### src/rtl/wrr_pkg.sv
`timescale 1ns/1ps
package wrr_pkg;
    // Index type wide enough for up to 256 requesters.
    localparam int IDX_BITS = 8;
    typedef logic [IDX_BITS-1:0] idx_t;

    // Result of the rotating search.
    typedef struct packed {
        logic found;    // some requester is eligible
        logic wrapped;  // chosen index lies below the search base
        idx_t sel;      // chosen index
    } pick_t;

    function automatic idx_t next_index(input idx_t cur, input int unsigned n);
        if (cur == idx_t'(n - 1)) return '0;
        return cur + idx_t'(1);
    endfunction
endpackage

### src/rtl/wrr_pick.sv
`timescale 1ns/1ps
module wrr_pick
    import wrr_pkg::*;
#(
    parameter int N_REQ = 4
) (
    input  logic [N_REQ-1:0] elig,
    input  idx_t             base,
    output pick_t            res
);
    idx_t hi_idx, lo_idx;
    logic hi_ok, lo_ok;

    // Descending scan leaves the lowest match in each class.
    always_comb begin
        hi_idx = '0;
        lo_idx = '0;
        hi_ok  = 1'b0;
        lo_ok  = 1'b0;
        for (int i = N_REQ - 1; i >= 0; i--) begin
            if (elig[i]) begin
                lo_idx = idx_t'(i);
                lo_ok  = 1'b1;
                if (idx_t'(i) >= base) begin
                    hi_idx = idx_t'(i);
                    hi_ok  = 1'b1;
                end
            end
        end
    end

    always_comb begin
        res = '0;
        if (hi_ok) begin
            res.found   = 1'b1;
            res.sel     = hi_idx;
        end else if (lo_ok) begin
            res.found   = 1'b1;
            res.wrapped = 1'b1;
            res.sel     = lo_idx;
        end
    end
endmodule

### src/rtl/wrr_budget.sv
`timescale 1ns/1ps
module wrr_budget
    import wrr_pkg::*;
#(
    parameter int N_REQ  = 4,
    parameter int W_BITS = 4
) (
    input  logic              clk,
    input  logic              rst,
    input  pick_t             res,
    input  logic [W_BITS-1:0] w_sel,
    input  logic              xfer,
    output idx_t              pos,
    output logic              wrap_pulse
);
    localparam idx_t LAST = idx_t'(N_REQ - 1);

    idx_t              pos_q;
    logic [W_BITS-1:0] used_q;
    logic              pulse_q;

    logic [W_BITS-1:0] used_eff;
    logic [W_BITS:0]   used_inc;
    logic              spent;
    logic              at_last;

    // A different holder than the stored position starts from zero.
    assign used_eff = (res.sel == pos_q) ? used_q : '0;
    assign used_inc = {1'b0, used_eff} + {{W_BITS{1'b0}}, 1'b1};
    assign spent    = res.found && xfer && (used_inc >= {1'b0, w_sel});
    assign at_last  = (res.sel == LAST);

    always_ff @(posedge clk) begin
        if (rst) begin
            pos_q   <= '0;
            used_q  <= '0;
            pulse_q <= 1'b0;
        end else begin
            pulse_q <= 1'b0;
            if (res.found) begin
                pulse_q <= res.wrapped | (spent & at_last);
                if (spent) begin
                    pos_q  <= next_index(res.sel, N_REQ);
                    used_q <= '0;
                end else if (xfer) begin
                    pos_q  <= res.sel;
                    used_q <= used_inc[W_BITS-1:0];
                end else begin
                    pos_q  <= res.sel;
                    used_q <= used_eff;
                end
            end
        end
    end

    assign pos        = pos_q;
    assign wrap_pulse = pulse_q;

    // a pulse always leaves the position at or after a wrap, never mid-round above start with a stale pulse
    a_r7_pulse_single: assert property (@(posedge clk) disable iff (rst)
        wrap_pulse |=> !wrap_pulse || $past(res.found));

    // a strobe with nothing granted leaves the state untouched
    a_r9_idle_strobe: assert property (@(posedge clk) disable iff (rst)
        (!res.found && xfer) |=> $stable(pos_q) && $stable(used_q));
endmodule

### src/rtl/wrr_sched.sv
`timescale 1ns/1ps
module wrr_sched
    import wrr_pkg::*;
#(
    parameter int N_REQ  = 4,
    parameter int W_BITS = 4
) (
    input  logic                    clk,
    input  logic                    rst,
    input  logic [N_REQ-1:0]        req_i,
    input  logic [N_REQ*W_BITS-1:0] weight_i,
    input  logic                    xfer_i,
    output logic [N_REQ-1:0]        grant_o,
    output logic                    round_done_o
);
    localparam int SEL_W = (N_REQ > 1) ? $clog2(N_REQ) : 1;

    logic [W_BITS-1:0] w_arr [N_REQ];
    logic [N_REQ-1:0]  elig;
    logic [N_REQ-1:0]  zero_w;
    pick_t             res;
    idx_t              pos;
    logic [W_BITS-1:0] w_sel;

    for (genvar g = 0; g < N_REQ; g++) begin : g_req
        assign w_arr[g]   = weight_i[g*W_BITS +: W_BITS];
        assign zero_w[g]  = (w_arr[g] == '0);
        assign elig[g]    = req_i[g] & ~zero_w[g];
        assign grant_o[g] = res.found && (res.sel == idx_t'(g));
    end

    assign w_sel = w_arr[res.sel[SEL_W-1:0]];

    wrr_pick #(.N_REQ(N_REQ)) u_pick (
        .elig (elig),
        .base (pos),
        .res  (res)
    );

    wrr_budget #(.N_REQ(N_REQ), .W_BITS(W_BITS)) u_budget (
        .clk        (clk),
        .rst        (rst),
        .res        (res),
        .w_sel      (w_sel),
        .xfer       (xfer_i),
        .pos        (pos),
        .wrap_pulse (round_done_o)
    );

    a_r3_onehot: assert property (@(posedge clk) disable iff (rst)
        $onehot0(grant_o));

    a_r2_needs_request: assert property (@(posedge clk) disable iff (rst)
        (grant_o & ~req_i) == '0);

    a_r2_zero_weight_out: assert property (@(posedge clk) disable iff (rst)
        (grant_o & zero_w) == '0);

    a_r5_no_idle_slot: assert property (@(posedge clk) disable iff (rst)
        (req_i & ~zero_w) != '0 |-> grant_o != '0);
endmodule

### config.mk
export PLATFORM = sky130hd
export DESIGN_NAME = wrr_sched
export DESIGN_NICKNAME = d
export VERILOG_FILES = /design/src/rtl/wrr_pkg.sv /design/src/rtl/wrr_pick.sv /design/src/rtl/wrr_budget.sv /design/src/rtl/wrr_sched.sv
export SDC_FILE = /design/constraint.sdc
export NUM_CORES = 1
export LEC_CHECK = 0
export CORE_ASPECT_RATIO = 0.5
export CORE_UTILIZATION = 30
export CTS_CLUSTER_SIZE = 12
export DETAILED_ROUTE_END_ITERATION = 16
export SYNTH_ARGS = -nofsm -noshare
export SYNTH_HDL_FRONTEND = slang
export SYNTH_SLANG_ARGS = --single-unit
### constraint.sdc
create_clock -name clk -period 4.5 [get_ports clk]
set_input_delay 0.675 -clock clk [delete_from_list [all_inputs] [get_ports clk]]
set_output_delay 0.675 -clock clk [all_outputs]
set_load 0.005 [all_outputs]
# --- Word-level counts from Yosys, hierarchy flattened ---
# Cells that the tools add are included.
word_totals:
  out_inout_bits: 5
  ff_bits: 13
  inputBits: 23
  elab_cells: 80
classes:
  reduce_logical: 12
  order_cmp: 6
  bitwise_logic: 12
  n_eq_ne: 4
  muxes: 41
  addsub: 2
ops:
  columns: ["operator", "n"]
  rows:
  - ["8-bit two-way mux", 11]
  - ["4-bit two-way mux", 5]
  - ["1-bit two-way mux", 18]
  - ["8-bit by 2-bit equality test with 1-bit output, second input constant", 2]
  - ["1-bit by 8-bit greater-or-equal comparator with 1-bit output, first input constant", 2]
  - ["2-bit by 8-bit greater-or-equal comparator with 1-bit output, first input constant", 2]
  - ["4-bit zero test", 4]
  - ["10-bit two-way mux", 1]
  - ["2-bit two-way mux", 5]
  - ["8-bit by 1-bit adder with 8-bit output, second input constant", 1]
  - ["4-bit binary-select mux with 2-bit select", 1]
  - ["8-bit by 1-bit equality test with 1-bit output, second input constant", 1]
  - ["8-bit equality test", 1]
  - ["8-bit zero test", 1]
  - ["1-bit logical AND", 6]
  - ["4-bit by 1-bit adder with 5-bit output, second input constant", 1]
  - ["1-bit bitwise AND", 5]
  - ["5-bit by 4-bit greater-or-equal comparator with 1-bit output", 1]
  - ["1-bit NOT", 5]
  - ["3-bit greater-or-equal comparator, second input constant", 1]
  - ["2-bit NOT with 3-bit output", 1]
  - ["2-bit OR reduction", 1]
  - ["1-bit OR", 1]

# --- Logic depth before layout (Yosys ltp) ---
depth:
  word_depth: 22
  depth_mapped: 14
  ltp_nobuf: 13

# --- By module ---
# A second synthesis with hierarchy kept.
hier_totals:
  hier_cells: 199
  area_unflattened_um2: 1692.9
by_module_without_submodules:
  columns: ["module", "n_inst", "cells_per_inst", "seq_area_each_um2", "area_each_um2"]
  rows:
  - ["wrr_budget", 1, 152, 260.2, 1265.0]
  - ["wrr_sched", 1, 18, 0.0, 235.2]
  - ["wrr_pick", 1, 29, 0.0, 192.7]

# --- Least setup slack after synthesis ---
# No wires, ideal clock.
synth_timing:
  kind: "input port to flip-flop"
  from: "in weight_i[9]"
  to: "reg u_budget.used_q[2]"
  t_arrival_ps: 3451
  cell_stages: 13
  setup_time_ps: 86
  slack_ps: 964
  n_path_buf: 1
  required_ps: 4414
  path_cell_list: "o41ai_4 > a31oi_1 > mux4_2 > buf_6 > nor2_1 > ha_1 > xor2_1 > ha_1 > nand2_1 > o21a_1 > nor3b_1 > a21oi_1 > a211oi_1"
synth_between:
  elab_chain_cells: 16
  elab_cells_between_ends: 34
  classes_between: "1 x add/sub; 1 x order compare; 1 x eq/ne; 25 x mux; 3 x bitwise; 3 x reduce/logical"
synth_rtl:
  columns: ["element", "line_no", "rtl"]
  rows:
  - ["from (decl)", "wrr_sched.sv:11", "input logic [N_REQ*W_BITS-1:0] weight_i,"]
  - ["parallel branches: the longest is 16 deep, another holds 4-bit by 1-bit adder with 5-bit output", null, null]
  - ["to (signal assigned)", "wrr_budget.sv:47", "used_q <= used_inc[W_BITS-1:0];"]
  - ["to (signal assigned)", "wrr_budget.sv:50", "used_q <= used_eff;"]
  - ["to (decl)", "wrr_budget.sv:19", "logic [W_BITS-1:0] used_q;"]
# Several ways; the timed one is not identified. The select of a mux whose other input is x is not followed.
# A chain may end at the register's enable or synchronous reset.

# --- Worst setup path after layout ---
layout_timing:
  from: "in weight_i[5]"
  to: "reg u_budget.used_q[2]"
layout_between:
  elab_chain_cells: 14
  elab_cells_between_ends: 28
  classes_between: "1 x add/sub; 1 x order compare; 1 x eq/ne; 19 x mux; 3 x bitwise; 3 x reduce/logical"
layout_rtl:
  columns: ["element"]
  rows:
  - ["parallel branches: the longest is 14 deep, another holds 4-bit by 1-bit adder with 5-bit output"]
# Several ways; the timed one is not identified. The select of a mux whose other input is x is not followed.

==> results.json <==
{
  "ys_seq_elements": 7,
  "yosysWarningCount": 0,
  "peakVddDrop_mv": 0.1123,
  "syn_inst": 113,
  "report.final.slew_viol_count": 0,
  "finClkSkew_ps": 1.018,
  "crit_fanout": 11,
  "maxCapViolations": 0,
  "clk_latency_ps": 230,
  "die_y_um": 42.00,
  "clockBufferDepth": 2,
  "relSlewSlack": 0.6975,
  "cts_made_buffers": 3,
  "synth_cell_types": 37,
  "endpoint_kind": "flip-flop",
  "cts_setup_buffers": 0,
  "grt_pass1_wl_um": 3974,
  "reg2reg_to": "u_budget.used_q[2]",
  "cts_resized": 0,
  "track_usage": 0.1518,
  "grt-ovfl-total": 0,
  "antenna_found_initial": 0,
  "grt_pass1_vias": 916,
  "postRouteAntennaNets": 0,
  "cts_tree": "yes",
  "r2r_setup_slack_ps": 1210,
  "drtIter0Drc": 57,
  "pwr_density_cell_nw_per_um2": 255.3,
  "globalplace.congestion": 0.9122,
  "tightest_slew_ps": 452.2,
  "portBuffers": 27,
  "post-place-cells": 180,
  "critPathKind": "input port to flip-flop",
  "fp-row-count": 14,
  "cts_hold_buf": 0,
  "hold_path.class": "flip-flop to flip-flop",
  "grt_max_degree": 12,
  "drc": 0,
  "die_area_um2": 3443,
  "hpwlAfterDp_um": 1984,
  "syn-mean-instance-area_um2": 8.493,
  "r2r-start": "u_budget.pos[1]",
  "critPathLaunchType": "input port",
  "final_cell_mix": "27 x clkdlybuf4s50_1, 10 x mux2i_1, 9 x nor2_1, 9 x ha_1, 8 x inv_1",
  "ctsHtreeMaxLevel": 1,
  "initial_utilization": 0.3167,
  "n_antenna_cell": 0,
  "worstPathRequired_ps": 4630,
  "whs_path_depth": 2,
  "cts_sinks": 7,
  "outcome": "complete, no violations",
  "timing.final.ws_setup_ps": 323.9,
  "fin_cells": 184,
  "place_ws_ps": 184.0,
  "total_leakage_power_uw": 0.0005523,
  "drt_pass1_iterations": 4,
  "fmax_mhz": 239.5,
  "worstRegToRegCells": 13,
  "core_um2": 3030,
  "wire_per_inst_um": 13.39,
  "setup_violations": 0,
  "drt-total-wl_um": 2464,
  "hold_viol_final": 0,
  "drive_gt1_frac": 0.1389,
  "fillers": 287,
  "synthToLayoutAreaGrowth_pct": 39.24,
  "crit_arrival_ps": 4300,
  "syn_nets": 145,
  "tns_ps": 0,
  "nNetsFinal": 177,
  "post-route-min-period_ps": 4176,
  "post-route-period-util": 0.9280,
  "num_io_pins": 28,
  "rsz0062_at_grt": "false",
  "final_common_cell": "clkdlybuf4s50_1",
  "whs_ps": 517.3,
  "die_w_um": 81.99,
  "via_per_inst": 5.342,
  "root_buffer": "clkbuf_8",
  "via_count": 983,
  "seq_area_frac_synth": 0.1460,
  "hp-start": "u_budget.used_q[1]",
  "clkTransAtPathRegs_ps": 40,
  "min_to": "u_budget.used_q[1]",
  "syn_area_um2": 959.7
}
-- synth_stat cells --
| cell | count | area, um^2 |
|---|---|---|
| a211o_2 | 1 | 10.01 |
| a211oi_1 | 3 | 22.52 |
| a21o_1 | 2 | 15.01 |
| a21oi_1 | 7 | 35.03 |
| a221oi_1 | 1 | 8.760 |
| a311oi_1 | 1 | 8.760 |
| a31oi_1 | 5 | 31.28 |
| and2_1 | 4 | 25.02 |
| buf_1 | 1 | 3.750 |
| buf_2 | 1 | 5.000 |
| buf_4 | 1 | 7.510 |
| buf_6 | 1 | 11.26 |
| dfxtp_1 | 7 | 140.1 |
| ha_1 | 9 | 112.6 |
| inv_1 | 8 | 30.03 |
| mux2_2 | 3 | 33.78 |
| mux2i_1 | 10 | 100.1 |
| mux4_2 | 1 | 22.52 |
| nand2_1 | 7 | 26.28 |
| nand2b_1 | 1 | 6.260 |
| nand3_1 | 4 | 20.02 |
| nand3b_1 | 1 | 7.510 |
| nand4_1 | 2 | 12.51 |
| nor2_1 | 9 | 33.78 |
| nor3_1 | 1 | 5.000 |
| nor3b_1 | 1 | 7.510 |
| o211ai_1 | 1 | 7.510 |
| o21a_1 | 1 | 7.510 |
| o21ai_0 | 7 | 35.03 |
| o21ai_2 | 2 | 17.52 |
| o311ai_1 | 1 | 8.760 |
| o31ai_1 | 1 | 7.510 |
| o41a_1 | 1 | 11.26 |
| o41ai_2 | 1 | 16.27 |
| o41ai_4 | 3 | 82.58 |
| or3_1 | 1 | 6.260 |
| xor2_1 | 2 | 17.52 |
-- worst max-delay path by stage --
stage / start / slack (ps) / to
after global routing: weight_i[5] / 140 / u_budget.used_q[2]
final: weight_i[5] / 320 / u_budget.used_q[2]
after CTS: weight_i[5] / 390 / u_budget.used_q[2]
after detailed placement: weight_i[5] / 180 / u_budget.used_q[2]
after floorplan: weight_i[9] / 960 / u_budget.used_q[2]
after global placement: weight_i[13] / 320 / u_budget.used_q[2]
-- metal layers --
metal,GRT usage,wire length (um)
met1,0.2091,1176
met2,0.2430,1059
met3,0.02609,209
met4,0.04211,19
met5,0,0
-- registers in the layout, summed over array words and instances, names as in the netlist --
| register | cells |
|---|---|
| u_budget.pos | 2 |
| u_budget.used_q | 4 |
| u_budget.wrap_pulse | 1 |
-- cell type report --
class                      count  area [um^2]  share of cell area
clock buffer                   3        41.29             0.03090
multi-input combinational     94        769.5              0.5758
inverter                       8        30.03             0.02247
sequential                     7        140.1              0.1049
clock inverter                 1        5.005            0.003745
timing repair buffer          31        300.3              0.2247
tap                           40        50.05             0.03745
-- critical path: stages --
cell and delay [ps]:
clkdlybuf4s50_1 470, o41ai_4 540, a31oi_1 130, mux4_2 620, nor2_1 180, ha_1 310, xor2_1 200, ha_1 250
nand2_1 60, o21a_1 210, nor3b_1 330, a21oi_1 110, a211oi_1 210
-- power by group --
group | internal, uW | switching (uW) | total [uW]
sequential | 69.0 | 7.99 | 76.9
combinational | 90.0 | 86.0 | 176
clock | 60.0 | 28.2 | 88.2
total | 219 | 122 | 341
-- cell families after synthesis --
family,count (synthesis),synth area share
compound gates,38,0.3390
simple gates,31,0.1565
mux,14,0.1630
buf+inv,12,0.05997
fa+ha+maj,9,0.1173
flops,7,0.1460
xor+xnor,2,0.01826
-- through the flow --
stage	total power, uW	util	cell area, um^2
6_report	341.1	0.4410	1336
5_1_grt	371.9	0.4410	1336
4_1_cts	343.9	0.4410	1336
3_5_place_dp	254.1	0.4257	1290
3_3_place_gp	252.2	0.4257	1290
2_1_floorplan	189.4	-	959.7
No activity file was read; power rests on OpenSTA's default activity.
